$ cat src/rtl/flash_seq_pkg.sv
// Package: opcodes, request codes and sequencer states shared by the
// serial-flash sequencer modules. Assumes a 24-bit device address.
package flash_seq_pkg;
    localparam int ADDR_W   = 24;
    localparam int WORD_W   = 32;
    localparam int BITS_W   = 6;

    localparam logic [7:0] OPC_WREN   = 8'h06;
    localparam logic [7:0] OPC_RDSR   = 8'h05;
    localparam logic [7:0] OPC_PROG   = 8'h02;
    localparam logic [7:0] OPC_CHIP   = 8'hC7;
    localparam logic [7:0] OPC_SEC4   = 8'h20;
    localparam logic [7:0] OPC_SEC32  = 8'h52;
    localparam logic [7:0] OPC_SEC64  = 8'hD8;
    localparam logic [7:0] OPC_IDENT  = 8'h9F;

    typedef enum logic [1:0] {
        REQ_CHIP  = 2'd0,
        REQ_SECT  = 2'd1,
        REQ_PROG  = 2'd2,
        REQ_IDENT = 2'd3
    } req_e;

    typedef enum logic [2:0] {
        ST_IDLE, ST_WREN, ST_CMD, ST_DATA, ST_RDSR, ST_POLL, ST_PEND, ST_FIN
    } seq_state_e;
endpackage

$ cat src/rtl/spi_bit_engine.sv
// spi_bit_engine: shifts out 0..32 bits of a word, MSB first, in SPI mode 0.
// Each bit takes two clocks (sclk low, then sclk high). miso is captured at
// the end of the high phase. Chip select stays asserted after a transfer
// unless term is set. A zero-bit transfer only applies term.
// Assumes go is raised only when no transfer is running.
module spi_bit_engine
    import flash_seq_pkg::*;
(
    input  logic                clk,
    input  logic                rst_n,
    input  logic                go,
    input  logic [WORD_W-1:0]   word,
    input  logic [BITS_W-1:0]   bits,
    input  logic                term,
    output logic                xfer_done,
    output logic [WORD_W-1:0]   rx,
    output logic                cs_low,
    output logic                sclk,
    output logic                mosi,
    input  logic                miso
);
    logic                active;
    logic                phase;
    logic                term_q;
    logic [BITS_W-1:0]   cnt;
    logic [WORD_W-1:0]   sh;

    // Bit-level transfer control, shift and capture.
    always_ff @(posedge clk) begin
        if (!rst_n) begin
            active    <= 1'b0;
            phase     <= 1'b0;
            term_q    <= 1'b0;
            cnt       <= '0;
            sh        <= '0;
            rx        <= '0;
            cs_low    <= 1'b0;
            xfer_done <= 1'b0;
        end else begin
            xfer_done <= 1'b0;
            if (!active) begin
                if (go) begin
                    term_q <= term;
                    if (bits == '0) begin
                        if (term) cs_low <= 1'b0;
                        xfer_done <= 1'b1;
                    end else begin
                        cs_low <= 1'b1;
                        active <= 1'b1;
                        phase  <= 1'b0;
                        cnt    <= bits;
                        sh     <= word << (7'd32 - {1'b0, bits});
                        rx     <= '0;
                    end
                end
            end else if (!phase) begin
                phase <= 1'b1;
            end else begin
                phase <= 1'b0;
                rx    <= {rx[WORD_W-2:0], miso};
                sh    <= {sh[WORD_W-2:0], 1'b0};
                cnt   <= cnt - 1'b1;
                if (cnt == BITS_W'(1)) begin
                    active    <= 1'b0;
                    xfer_done <= 1'b1;
                    if (term_q) cs_low <= 1'b0;
                end
            end
        end
    end

    // Serial pins follow the phase and the shift register head.
    always_comb begin
        sclk = active & phase;
        mosi = sh[WORD_W-1];
    end
endmodule

$ cat src/rtl/cs_fanout.sv
// cs_fanout: maps a bank number onto one of NCS active-low chip selects.
// Bank values at or above NCS fall back to select 0.
module cs_fanout #(
    parameter int NCS    = 3,
    parameter int BANK_W = 2
) (
    input  logic              cs_low,
    input  logic [BANK_W-1:0] bank,
    output logic [NCS-1:0]    cs_n
);
    logic [BANK_W-1:0] sel;

    // Fold out-of-range banks onto select 0.
    always_comb begin
        sel = (int'(bank) < NCS) ? bank : '0;
    end

    for (genvar g = 0; g < NCS; g++) begin : g_cs
        assign cs_n[g] = !(cs_low && (int'(sel) == g));
    end
endmodule

$ cat src/rtl/flash_cmd_fsm.sv
// flash_cmd_fsm: runs one flash maintenance request as a list of engine
// transfers: write enable, command word, payload, then a status poll.
// Checks the sector size and program length before any bus activity.
// Assumes request fields are valid in the cycle start is high.
module flash_cmd_fsm
    import flash_seq_pkg::*;
#(
    parameter int MAX_PAGE = 256,
    parameter int LEN_W    = $clog2(MAX_PAGE) + 1,
    parameter int BANK_W   = 2,
    parameter int KIB_W    = 7
) (
    input  logic                clk,
    input  logic                rst_n,
    input  logic                start,
    input  logic [1:0]          op,
    input  logic [BANK_W-1:0]   bank,
    input  logic [KIB_W-1:0]    sect_kib,
    input  logic [ADDR_W-1:0]   addr,
    input  logic [LEN_W-1:0]    len,
    input  logic [7:0]          data_byte,
    output logic                data_take,
    output logic                busy,
    output logic                done,
    output logic                err,
    output logic [ADDR_W-1:0]   id_out,
    output logic [BANK_W-1:0]   bank_q,
    output logic                go,
    output logic [WORD_W-1:0]   word,
    output logic [BITS_W-1:0]   bits,
    output logic                term,
    input  logic                xfer_done,
    input  logic [WORD_W-1:0]   rx
);
    seq_state_e          st;
    req_e                req_q;
    logic [ADDR_W-1:0]   addr_q;
    logic [7:0]          sec_opc_q;
    logic [LEN_W-1:0]    left;
    logic                waiting;
    logic                bad_q;
    logic                sec_ok;
    logic [7:0]          sec_opc;
    logic                len_ok;

    // Size-to-opcode lookup and length check for the incoming request.
    always_comb begin
        sec_ok  = 1'b1;
        sec_opc = OPC_SEC4;
        case (sect_kib)
            KIB_W'(4):  sec_opc = OPC_SEC4;
            KIB_W'(32): sec_opc = OPC_SEC32;
            KIB_W'(64): sec_opc = OPC_SEC64;
            default:    sec_ok  = 1'b0;
        endcase
        len_ok = (len != '0) && (int'(len) <= MAX_PAGE);
    end

    // Transfer descriptor for the current state.
    always_comb begin
        word = '0;
        bits = BITS_W'(8);
        term = 1'b1;
        case (st)
            ST_WREN: word = {24'h0, OPC_WREN};
            ST_CMD: begin
                case (req_q)
                    REQ_CHIP:  word = {24'h0, OPC_CHIP};
                    REQ_SECT:  begin word = {sec_opc_q, addr_q}; bits = BITS_W'(32); end
                    REQ_PROG:  begin word = {OPC_PROG, addr_q}; bits = BITS_W'(32); term = 1'b0; end
                    default:   begin word = {OPC_IDENT, 24'h0}; bits = BITS_W'(32); end
                endcase
            end
            ST_DATA: begin word = {24'h0, data_byte}; term = (left == LEN_W'(1)); end
            ST_RDSR: begin word = {24'h0, OPC_RDSR}; term = 1'b0; end
            ST_POLL: term = 1'b0;
            ST_PEND: bits = '0;
            default: ;
        endcase
        go        = !waiting && (st inside {ST_WREN, ST_CMD, ST_DATA, ST_RDSR, ST_POLL, ST_PEND});
        data_take = go && (st == ST_DATA);
        busy      = (st != ST_IDLE);
    end

    // Request sequencing and result registers.
    always_ff @(posedge clk) begin
        if (!rst_n) begin
            st        <= ST_IDLE;
            req_q     <= REQ_CHIP;
            addr_q    <= '0;
            sec_opc_q <= '0;
            left      <= '0;
            waiting   <= 1'b0;
            bad_q     <= 1'b0;
            bank_q    <= '0;
            id_out    <= '0;
            done      <= 1'b0;
            err       <= 1'b0;
        end else begin
            done <= 1'b0;
            err  <= 1'b0;
            if (go) waiting <= 1'b1;
            case (st)
                ST_IDLE: if (start) begin
                    req_q     <= req_e'(op);
                    addr_q    <= addr;
                    sec_opc_q <= sec_opc;
                    left      <= len;
                    bank_q    <= bank;
                    bad_q     <= 1'b0;
                    if ((req_e'(op) == REQ_SECT && !sec_ok) ||
                        (req_e'(op) == REQ_PROG && !len_ok)) begin
                        bad_q <= 1'b1;
                        st    <= ST_FIN;
                    end else if (req_e'(op) == REQ_IDENT) begin
                        st <= ST_CMD;
                    end else begin
                        st <= ST_WREN;
                    end
                end
                ST_FIN: begin
                    done <= 1'b1;
                    err  <= bad_q;
                    st   <= ST_IDLE;
                end
                default: if (waiting && xfer_done) begin
                    waiting <= 1'b0;
                    case (st)
                        ST_WREN: st <= ST_CMD;
                        ST_CMD: begin
                            if (req_q == REQ_IDENT) begin
                                id_out <= rx[ADDR_W-1:0];
                                st     <= ST_FIN;
                            end else if (req_q == REQ_PROG) begin
                                st <= ST_DATA;
                            end else begin
                                st <= ST_RDSR;
                            end
                        end
                        ST_DATA: begin
                            left <= left - 1'b1;
                            if (left == LEN_W'(1)) st <= ST_RDSR;
                        end
                        ST_RDSR: st <= ST_POLL;
                        ST_POLL: if (!rx[0]) st <= ST_PEND;
                        default: st <= ST_FIN;
                    endcase
                end
            endcase
        end
    end
endmodule

$ cat src/rtl/flash_op_seq.sv
// flash_op_seq: top of the serial-flash maintenance sequencer. It joins the
// request FSM, the bit engine and the chip-select fan-out.
// Assumes one SPI mode 0 device on each chip select.
module flash_op_seq
    import flash_seq_pkg::*;
#(
    parameter int NCS      = 3,
    parameter int BANK_W   = 2,
    parameter int KIB_W    = 7,
    parameter int MAX_PAGE = 256,
    parameter int LEN_W    = $clog2(MAX_PAGE) + 1
) (
    input  logic               clk,
    input  logic               rst_n,
    input  logic               start,
    input  logic [1:0]         op,
    input  logic [BANK_W-1:0]  bank,
    input  logic [KIB_W-1:0]   sect_kib,
    input  logic [23:0]        addr,
    input  logic [LEN_W-1:0]   len,
    input  logic [7:0]         data_byte,
    output logic               data_take,
    output logic               busy,
    output logic               done,
    output logic               err,
    output logic [23:0]        id_out,
    output logic               sclk,
    output logic               mosi,
    input  logic               miso,
    output logic [NCS-1:0]     cs_n
);
    logic                go;
    logic [WORD_W-1:0]   word;
    logic [BITS_W-1:0]   bits;
    logic                term;
    logic                xfer_done;
    logic [WORD_W-1:0]   rx;
    logic                cs_low;
    logic [BANK_W-1:0]   bank_q;

    flash_cmd_fsm #(.MAX_PAGE(MAX_PAGE), .LEN_W(LEN_W), .BANK_W(BANK_W), .KIB_W(KIB_W)) u_fsm (
        .clk(clk), .rst_n(rst_n), .start(start), .op(op), .bank(bank),
        .sect_kib(sect_kib), .addr(addr), .len(len), .data_byte(data_byte),
        .data_take(data_take), .busy(busy), .done(done), .err(err),
        .id_out(id_out), .bank_q(bank_q), .go(go), .word(word), .bits(bits),
        .term(term), .xfer_done(xfer_done), .rx(rx)
    );

    spi_bit_engine u_eng (
        .clk(clk), .rst_n(rst_n), .go(go), .word(word), .bits(bits),
        .term(term), .xfer_done(xfer_done), .rx(rx), .cs_low(cs_low),
        .sclk(sclk), .mosi(mosi), .miso(miso)
    );

    cs_fanout #(.NCS(NCS), .BANK_W(BANK_W)) u_cs (
        .cs_low(cs_low), .bank(bank_q), .cs_n(cs_n)
    );
endmodule

$ cat config.mk
export PLATFORM = sky130hd
export DESIGN_NAME = flash_op_seq
export DESIGN_NICKNAME = d
export VERILOG_FILES = /design/src/rtl/flash_seq_pkg.sv /design/src/rtl/spi_bit_engine.sv /design/src/rtl/cs_fanout.sv /design/src/rtl/flash_cmd_fsm.sv /design/src/rtl/flash_op_seq.sv
export SDC_FILE = /design/constraint.sdc
export NUM_CORES = 1
export LEC_CHECK = 0
export ABC_AREA = 1
export BUFFER_PORTS_ARGS = -buffer_cell sky130_fd_sc_hd__buf_2
export CAP_MARGIN = 20
export CORE_MARGIN = 1.5
export CORE_UTILIZATION = 40
export CTS_BUF_LIST = sky130_fd_sc_hd__clkbuf_4
export DETAILED_ROUTE_END_ITERATION = 8
export PLACE_DENSITY = 0.7
export SLEW_MARGIN = 20
export SYNTH_ARGS = -nofsm -noshare
export SYNTH_HDL_FRONTEND = slang
export SYNTH_SLANG_ARGS = --single-unit
$ cat constraint.sdc
create_clock -name clk -period 1.54 [get_ports clk]
set_input_delay 0.154 -clock clk [delete_from_list [all_inputs] [get_ports clk]]
set_output_delay 0.154 -clock clk [all_outputs]
set_load 0.1 [all_outputs]
==> metrics.cfg, run 1 <==
[floorplan]
start_util_pct = 41.56
core-area_um2 = 14700
die_x_um = 126.6
die_area_um2 = 16030
die_h_um = 126.6
ios = 89
rows = 44

[detailed_routing]
dr_wl_met2_mm = 8.610
highest_layer = met4
drt_pass1_iterations = 7
wl_met1_mm = 8.079
wire_per_inst_um = 14.51
drtAntennaViolNets = 0
num_vias = 6477
viasPerCell = 5.153
wl_mm = 18.24
routed-wl-met3_mm = 1.165
first_iter_violations = 491
drc = 0

[yosys]
ys_types = 34
synth_top_area_cell = dfxtp_1
ys_warn_count = 0
syn_inst = 866
synth_ff_type = dfxtp_1
synthTopCellsByArea = dfxtp_1 (46%), nand2_1 (12%), a21oi_1 (11%)
synth_area_um2 = 6110
yosysMostFrequentCell = nand2_1
synth_fp_nets = 929
synth-edff-count = 0
yosysTopAreaCellShare_pct = 45.55
yosysSeqAreaShare_pct = 45.55
ys_ff_latch = 139
yosys-top-cells-count = nand2_1 (201), dfxtp_1 (139), a21oi_1 (136)
avgSynthCellArea_um2 = 7.055
async_flop_share_pct = 0

[worst_setup_path]
path_max_fanout = 8
cp_slowest_cell = dfxtp_2
cp_top_family = buffers and inverters
crit_path_end_kind = flop
path_class = flop to flop
path_cells = buf_4 -> buf_4 -> inv_4 -> nand3_2 -> nand2_4 -> nor2_4 -> nor2_4 -> buf_12 -> clkbuf_16 -> a21oi_1 -> a21oi_1
required_ns = 2.01
worstPathArrival_ns = 2.17
startpoint_type = flop
crit_buf_inv = 5
worst_path_largest_cell_delay_ns = 0.34

[global_routing]
antenna_found_initial = 0
grt_max_degree = 56
grt_pass1_wl_mm = 27.14
grt_usage_pct = 20.86
grt_pass1_vias = 5721
grt_overflow_total = 0

[layout]
fin_nets = 1125
fin_cells = 1257
diodes = 0
drive_gt1_share_pct = 28.15
layout-area-overhead-vs-synth_pct = 43.35
final_util_pct = 59.58

[placed_design]
gp_congestion = 0.8890
dp_cells = 1145
portBuffers = 88
dp_slack_ns = -0.07484
detailed_place_hpwl_mm = 10.59

[clock_tree]
h-tree-depth = 4
cts_buffers = 17
cts_tree = done
clock_latency_ns = 0.54
cts_max_path_buffers = 2
numClockSinks = 139
clkTransAtPathRegs_ns = 0.12
cts_root_buf = clkbuf_4

[sta]
relSlewSlack_pct = 61.48
min_period_ns = 1.700
fin_tns_setup_ns = -3.237
worstMarginPinSlew_ns = 0.5779
final.period_utilization_pct = 110.4
drv_slew = 0
hold_viol = 0
timing.fmax_mhz = 588.1
rsz0062_at_grt = true
fin_worst_skew_ns = 0.01714
setup_viol = 55
setup_ws_ns = -0.1605
holdWs_ns = 0.06817

[run]
maxCapViolations = 0

[outcome]
status = finished with violations
violations = negative setup slack

[pwr]
power_leakage_nw = 3.708
ir_drop_v = 0.001266
power_density_nw_per_um2 = 2055

[min_path]
hp-class = input port to flop

[kinds of logic after synthesis]
family / synth area share [%]
AO/OA/AOI/OAI: 20.75
XOR/XNOR: 0.1434
AND/OR/NAND/NOR: 24.45
buffers and inverters: 7.680
flip-flops: 45.55
adder cells (fa/ha/maj): 1.433
[worst min-delay path, cell delays in order]
cell and delay (ns):
buf_2 0.09, nand2_1 0.06, o21ai_0 0.10, o21ai_2 0.07, a21oi_1 0.11
[worst paths after layout]
check / endpoint / depth (start not counted) / startpoint / slack, ns
worst min register to register: u_fsm.addr_q[7] / 2 / u_fsm.addr_q[7] / 0.46
worst max-delay path: u_eng.sh[25] / 11 / u_fsm.st[0] / -0.16
worst min-delay path: u_eng.sh[27] / 5 / data_byte[3] / 0.07
worst max register to register: u_eng.sh[25] / 11 / u_fsm.st[0] / -0.16
[sequential cells by signal, summed over array words and instances, names as in the netlist]
register and cells:
u_fsm.sec_opc_q 4, u_fsm.req_q 2, u_fsm.err 1, u_eng.phase 1, u_fsm.bank_q 2, u_fsm.id_out 24, u_eng.active 1, u_eng.sh 32
u_eng.cnt 6, u_fsm.st 3, u_eng.cs_low 1, u_eng.xfer_done 1, u_fsm.done 1, u_eng.term_q 1, u_fsm.addr_q 24, u_eng.rx 24
u_fsm.left 9, u_fsm.waiting 1, u_fsm.bad_q 1
[through the flow]
| stage | instance area (µm²) | power, W |
|---|---|---|
| 2_1_floorplan | 6120 | 0.01008 |
| 3_3_place_gp | 7076 | 0.01221 |
| 3_5_place_dp | 7076 | 0.01228 |
| 4_1_cts | 8130 | 0.01573 |
| 5_1_grt | 8758 | 0.01913 |
| 6_report | 8758 | 0.01800 |
[cells in the final DEF (no fill, tap or decap), drive strengths merged, types with 7 or more instances in the layout]
master	netlist	layout
clkinv	2	9
nand4	7	7
dfxtp	139	139
nand3	32	32
inv	59	58
ha	7	7
nor2	107	107
clkbuf	24	37
o21ai	101	101
buf	22	160
nand2	207	207
dlygate4sd3	0	45
a21oi	136	136
[layout make-up]
type / count / area (µm²)
inverters: 61 / 252.7
flip-flops and latches: 139 / 2798
multi-input cells: 620 / 3208
well taps: 184 / 230.2
repair inverters: 1 / 7.507
fillers: 1280 / 5941
clock inverters: 10 / 102.6
clock buffers: 20 / 150.1
repair buffers: 222 / 2009
[where the power goes]
part           switching (W)  internal (W)  total, W
combinational        0.00585       0.00476    0.0106
clock                0.00127      0.000977   0.00225
sequential          0.000658       0.00448   0.00514
total                0.00778        0.0102    0.0180
[metal layers]
layer  track usage (%)  vias to the layer above
li1                  -                     3242
met1             27.26                     2963
met2             34.27                      238
met3             5.314                       34
met4             5.747                        0
met5                 0                        -
[timing repair]
action,CTS,global route
hold buffers,45,0
hold endpoints to repair,44,0
endpoints found under the setup margin,46,131
pin swaps,13,15
gates resized for setup,61,133
cloned,1,10
setup buffers,14,14
(Power assumes the default switching activity.)
==> run 2, diff against run 1 <==
--- a/config.mk
+++ b/config.mk
@@ -7,12 +7,11 @@
 export LEC_CHECK = 0
 export ABC_AREA = 1
 export BUFFER_PORTS_ARGS = -buffer_cell sky130_fd_sc_hd__buf_2
-export CAP_MARGIN = 20
 export CORE_MARGIN = 1.5
-export CORE_UTILIZATION = 40
+export CORE_UTILIZATION = 53
 export CTS_BUF_LIST = sky130_fd_sc_hd__clkbuf_4
 export DETAILED_ROUTE_END_ITERATION = 8
-export PLACE_DENSITY = 0.7
+export PLACE_DENSITY = 0.86
 export SLEW_MARGIN = 20
 export SYNTH_ARGS = -nofsm -noshare
 export SYNTH_HDL_FRONTEND = slang
==> metrics.cfg, run 2 (synthesis results as in run 1) <==
[layout]
top_register = u_eng.sh  ; unchanged
fin_nets = 1085  ; was 1125
largest_reg_flops = 32  ; unchanged
drive_gt1_share_pct = 21.74  ; was 28.15%
finalInstanceArea_um2 = 8143  ; was 8758 µm²
final_common_cell = nand2_1  ; unchanged
layout_common_cells = nand2_1 (195), a21oi_1 (135), dfxtp_1 (130)  ; was nand2_1 (190), dfxtp_1 (131), a21oi_1 (115)
layout-area-overhead-vs-synth_pct = 33.28  ; was 43.35%
diodes = 0  ; unchanged
fin_cells = 1178  ; was 1257
nFillCells = 834  ; was 1280

[floorplan]
ios = 89  ; unchanged
core-area_um2 = 11320  ; was 14700 µm²
die_x_um = 110.4  ; was 126.6 µm
die_area_um2 = 12180  ; was 16030 µm²
rows = 39  ; was 44
start_util_pct = 53.97  ; was 41.56%
die_h_um = 110.4  ; was 126.6 µm

[detailed_routing]
num_vias = 6504  ; was 6477
wl_met1_mm = 7.271  ; was 8.079 mm
drtAntennaViolNets = 0  ; unchanged
wl_mm = 17.57  ; was 18.24 mm
first_iter_violations = 574  ; was 491
highest_layer = met4  ; unchanged
routed-wl-met3_mm = 1.096  ; was 1.165 mm
viasPerCell = 5.521  ; was 5.153
drt_pass1_iterations = 5  ; was 7
dr_wl_met2_mm = 8.903  ; was 8.610 mm
wire_per_inst_um = 14.91  ; was 14.51 µm
drc = 0  ; unchanged

[sta]
timing.fmax_mhz = 599.6  ; was 588.1 MHz
hold_viol = 0  ; unchanged
worstMarginPinSlew_ns = 0.4195  ; was 0.5779 ns
min_period_ns = 1.668  ; was 1.700 ns
holdWs_ns = 0.04345  ; was 0.06817 ns
setup_viol = 92  ; was 55
relSlewSlack_pct = 71.93  ; was 61.48%
drv_slew = 0  ; unchanged
rsz0062_at_grt = true  ; unchanged
fin_tns_setup_ns = -5.274  ; was -3.237 ns
setup_ws_ns = -0.1277  ; was -0.1605 ns
fin_worst_skew_ns = 0.01685  ; was 0.01714 ns
final.period_utilization_pct = 108.3  ; was 110.4%

[outcome]
violations = negative setup slack  ; unchanged
status = finished with violations  ; unchanged

[placed_design]
portBuffers = 88  ; unchanged
dp_cells = 1088  ; was 1145
detailed_place_hpwl_mm = 10.39  ; was 10.59 mm
gp_congestion = 0.9040  ; was 0.8890
post_dp_cell_area_um2 = 6929  ; was 7076 µm²

[worst_setup_path]
path_class = flop to flop  ; unchanged
worstPathArrival_ns = 2.15  ; was 2.17 ns
path_cells = buf_6 -> buf_4 -> nand3_1 -> nand3_2 -> nor2_4 -> nor2_4 -> buf_8 -> nand2_1 -> a21oi_1  ; was buf_4 -> buf_4 -> inv_4 -> nand3_2 -> nand2_4 -> nor2_4 -> nor2_4 -> buf_12 -> clkbuf_16 -> a21oi_1 -> a21oi_1
cpMostUsedCell = nor2_4
required_ns = 2.02  ; was 2.01 ns
crit_buf_inv = 3  ; was 5
path_max_fanout = 21  ; was 8
cp_top_family = simple AND/OR/NAND/NOR gates  ; was buffers and inverters
worst_path_largest_cell_delay_ns = 0.40  ; was 0.34 ns
cp_slowest_cell = dfxtp_4  ; was dfxtp_2
crit_path_end_kind = flop  ; unchanged
startpoint_type = flop  ; unchanged

[global_routing]
grt_pass1_wl_mm = 27.16  ; was 27.14 mm
grt_overflow_total = 0  ; unchanged
grt_pass1_vias = 5996  ; was 5721
grt_usage_pct = 28.88  ; was 20.86%
grt_max_degree = 80  ; was 56
antenna_found_initial = 0  ; unchanged

[pwr]
p_total_w = 0.01614  ; was 0.01800 W
power_density_nw_per_um2 = 1982  ; was 2055 nW/µm²
power_leakage_nw = 3.445  ; was 3.708 nW
ir_drop_v = 0.001256  ; was 0.001266 V

[clock_tree]
clock_latency_ns = 0.55  ; was 0.54 ns
numClockSinks = 139  ; unchanged
cts_max_path_buffers = 2  ; unchanged
clkTransAtPathRegs_ns = 0.13  ; was 0.12 ns
h-tree-depth = 4  ; unchanged
cts_root_buf = clkbuf_4  ; unchanged
cts_tree = done  ; unchanged
cts_buffers = 17  ; unchanged

[run]
maxCapViolations = 0  ; unchanged

[min_path]
hp-class = input port to flop  ; unchanged

## run 2: worst reg2reg max path, cell delays in order (launching register included)
cell,delay [ns]
dfxtp_4,0.40
buf_6,0.11
buf_4,0.10
nand3_1,0.13
nand3_2,0.15
nor2_4,0.06
nor2_4,0.21
buf_8,0.21
nand2_1,0.08
a21oi_1,0.15
## run 2: layout make-up
cell class | count | area (µm²) | area share, %
multi-input cells | 620 | 3017 | 37.05
repair buffers | 183 | 1587 | 19.48
clock inverters | 15 | 188.9 | 2.320
inverters | 61 | 240.2 | 2.950
clock buffers | 17 | 127.6 | 1.567
well taps | 143 | 178.9 | 2.197
flip-flops and latches | 139 | 2804 | 34.43
## run 2: power breakdown
part           internal (W)  total [W]  switching (W)  leakage [nW]
Combinational       0.00329    0.00837        0.00508          2.14
Sequential          0.00450    0.00515       0.000654          1.14
Clock               0.00116    0.00262        0.00146         0.169
## run 2: path summary, 6_finish.rpt
kind,startpoint,end,slack (ns),cells past startpoint
max,u_fsm.st[0],u_eng.rx[14],-0.13,9
min,data_byte[6],u_eng.sh[30],0.04,5
max reg2reg,u_fsm.st[0],u_eng.rx[14],-0.13,9
min reg2reg,u_eng.rx[23],u_eng.rx[23],0.46,2
## run 2: routing by layer
metal	track usage, %	up-vias
met5	0	-
met4	9.249	0
met3	7.525	30
met2	50.22	272
met1	34.70	3037
li1	-	3165
## run 2: what timing repair did
item	CTS	global route
gates resized for setup	48	73
setup buffers	9	5
cloned	1	1
pin swaps	3	9
setup endpoints to repair	71	130
endpoints found under the hold margin	43	0
hold buffers	44	0
## run 2: per-stage QoR
step | util, % | worst slack (ns)
2_1_floorplan | - | 0.02986
3_3_place_gp | 61.21 | -0.03860
3_5_place_dp | 61.21 | -0.09455
4_1_cts | 70.05 | -0.09300
5_1_grt | 71.93 | -0.2062
6_report | 71.93 | -0.1277
==> run 3, diff against run 2 <==
==> constraint.sdc (replaced) <==
create_clock -name clk -period 1.54 [get_ports clk]
set_input_delay 0.154 -clock clk [delete_from_list [all_inputs] [get_ports clk]]
set_output_delay 0.154 -clock clk [all_outputs]
set_load 0.05 [all_outputs]
==> metrics.cfg, run 3 (synthesis results as in run 1) <==
[outcome]
status = finished with violations  ; unchanged
violations = negative setup slack  ; unchanged

[layout]
largest_reg_flops = 32  ; unchanged
nFillCells = 813  ; was 834
multi_input_area_um2 = 3055  ; was 3017 µm²
seqCellArea_um2 = 2804  ; unchanged
layout-area-overhead-vs-synth_pct = 36.23  ; was 33.28%
layout_common_cells = nand2_1 (194), dfxtp_1 (130), a21oi_1 (122)  ; was nand2_1 (195), a21oi_1 (135), dfxtp_1 (130)
drive_gt1_share_pct = 24.38  ; was 21.74%
top_register = u_eng.sh  ; unchanged
fin_nets = 1097  ; was 1085
final_common_cell = nand2_1  ; unchanged

[sta]
final.period_utilization_pct = 107.1  ; was 108.3%
rsz0062_at_grt = true  ; unchanged
fin_tns_setup_ns = -1.837  ; was -5.274 ns
min_period_ns = 1.649  ; was 1.668 ns
drv_slew = 0  ; unchanged
hold_viol = 0  ; unchanged
setup_viol = 44  ; was 92
relSlewSlack_pct = 74.43  ; was 71.93%
worstMarginPinSlew_ns = 0.3836  ; was 0.4195 ns
timing.fmax_mhz = 606.3  ; was 599.6 MHz
fin_worst_skew_ns = 0.01807  ; was 0.01685 ns
setup_ws_ns = -0.1093  ; was -0.1277 ns

[worst_setup_path]
regToRegStartpoint = u_fsm.st[2]  ; was u_fsm.st[0]
path_max_fanout = 11  ; was 21
worstPathArrival_ns = 2.10  ; was 2.15 ns
required_ns = 1.99  ; was 2.02 ns
timing.rr.end = u_eng.sh[18]  ; was u_eng.rx[14]
startpoint_type = flop  ; unchanged
r2r_cells = 9  ; unchanged
reg2reg_setup_slack_ns = -0.11  ; was -0.13 ns
crit_path_end_kind = flop  ; unchanged
path_class = flop to flop  ; unchanged

[detailed_routing]
first_iter_violations = 550  ; was 574
drtAntennaViolNets = 0  ; unchanged
num_vias = 6649  ; was 6504
wl_mm = 18.43  ; was 17.57 mm
drc = 0  ; unchanged
drt_pass1_iterations = 6  ; was 5
wire_per_inst_um = 15.49  ; was 14.91 µm
viasPerCell = 5.587  ; was 5.521

[clock_tree]
cts_buffers = 17  ; unchanged
clkTransAtPathRegs_ns = 0.13  ; about the same
cts_root_buf = clkbuf_4  ; unchanged
numClockSinks = 139  ; unchanged
clock_latency_ns = 0.56  ; was 0.55 ns
cts_tree = done  ; unchanged
cts_max_path_buffers = 2  ; unchanged
h-tree-depth = 4  ; unchanged

[pwr]
power_leakage_nw = 3.538  ; was 3.445 nW
ir_drop_v = 0.001249  ; was 0.001256 V
p_total_w = 0.01722  ; was 0.01614 W
power_density_nw_per_um2 = 2069  ; was 1982 nW/µm²

[placed_design]
detailed_place_hpwl_mm = 10.30  ; was 10.39 mm
portBuffers = 88  ; unchanged
gp_congestion = 0.8926  ; was 0.9040

[global_routing]
grt_pass1_vias = 5910  ; was 5996
grt_usage_pct = 28.27  ; was 28.88%
grt_pass1_wl_mm = 26.58  ; was 27.16 mm
antenna_found_initial = 1  ; was 0
grt_max_degree = 56  ; was 80
grt_overflow_total = 0  ; unchanged

[min_path]
hold_depth = 5  ; unchanged
worstHoldStart = data_byte[1]  ; was data_byte[6]
hp-class = input port to flop  ; unchanged
holdPathEnd = u_eng.sh[1]  ; was u_eng.sh[30]

[floorplan]
ios = 89  ; unchanged
die_h_um = 110.4  ; unchanged
core-area_um2 = 11320  ; unchanged
rows = 39  ; unchanged
die_area_um2 = 12180  ; unchanged
start_util_pct = 53.97  ; unchanged
die_x_um = 110.4  ; unchanged

[run]
maxCapViolations = 0  ; unchanged

-- run 3: per-stage QoR --
stage	std cells	cell area [µm²]	hold WS, ns	utilization, %	setup WS, ns
after detailed placement	1088	6879	0.4105	60.76	-0.1046
after floorplan	866	6113	0.2978	-	0.05568
after global placement	1088	6879	0.4015	60.76	-0.09259
final	1190	8323	0.01631	73.52	-0.1093
after CTS	1170	7920	0.002276	69.96	-0.06503
after global routing	1190	8323	0.01129	73.52	-0.1716
-- run 3: metal layers --
metal | GRT usage (%) | part of all wire [%] | vias to the layer above
met2 | 48.94 | 50 | 318
met3 | 8.172 | 6.6 | 67
li1 | - | - | 3184
met4 | 10.35 | 3.5 | 0
met5 | 0 | 0 | -
met1 | 33.11 | 40 | 3080
-- run 3: worst max-delay path by stage --
stage,startpoint,end,slack (ns),cells after the start
floorplan,u_fsm.st[0],u_fsm.st[1],0.06,9
global placement,u_fsm.st[0],u_eng.sh[29],-0.09,9
detailed placement,u_fsm.st[0],u_eng.sh[29],-0.10,9
CTS,u_fsm.st[1],busy,-0.07,4
global route,u_fsm.st[2],u_eng.sh[18],-0.17,9
finish,u_fsm.st[2],u_eng.sh[18],-0.11,9
-- run 3: power by group --
| part | internal, W | leakage (nW) | switching [W] |
|---|---|---|---|
| logic | 0.00374 | 2.20 | 0.00516 |
| clock network | 0.00178 | 0.198 | 0.00139 |
| registers | 0.00449 | 1.14 | 0.000651 |
-- run 3: cell type report --
class                   instances  area share (%)
diodes                          1         0.03007
flip-flops and latches        139           33.69
clock buffers                  17           1.533
inverters                      61           2.916
multi-input cells             620           36.71
repair buffers                195           19.74
clock inverters                14           3.232
well taps                     143           2.150
-- run 3: worst max-delay path, cell delays in order, from the launching register on --
cell,delay [ns]
dfxtp_4,0.38
buf_4,0.14
nand3_1,0.10
nand3_1,0.15
nor2_4,0.18
nor2_4,0.07
buf_6,0.13
buf_8,0.14
a21oi_1,0.15
a21oi_1,0.10
-- run 3: timing repair --
| item | CTS | global route |
|---|---|---|
| endpoints found under the setup margin | 63 | 102 |
| gates resized for setup | 49 | 69 |
| endpoints found under the hold margin | 42 | 0 |
| hold buffers | 43 | 0 |
| gates cloned | 0 | 5 |
| pin swaps | 7 | 11 |
| setup buffers | 8 | 14 |
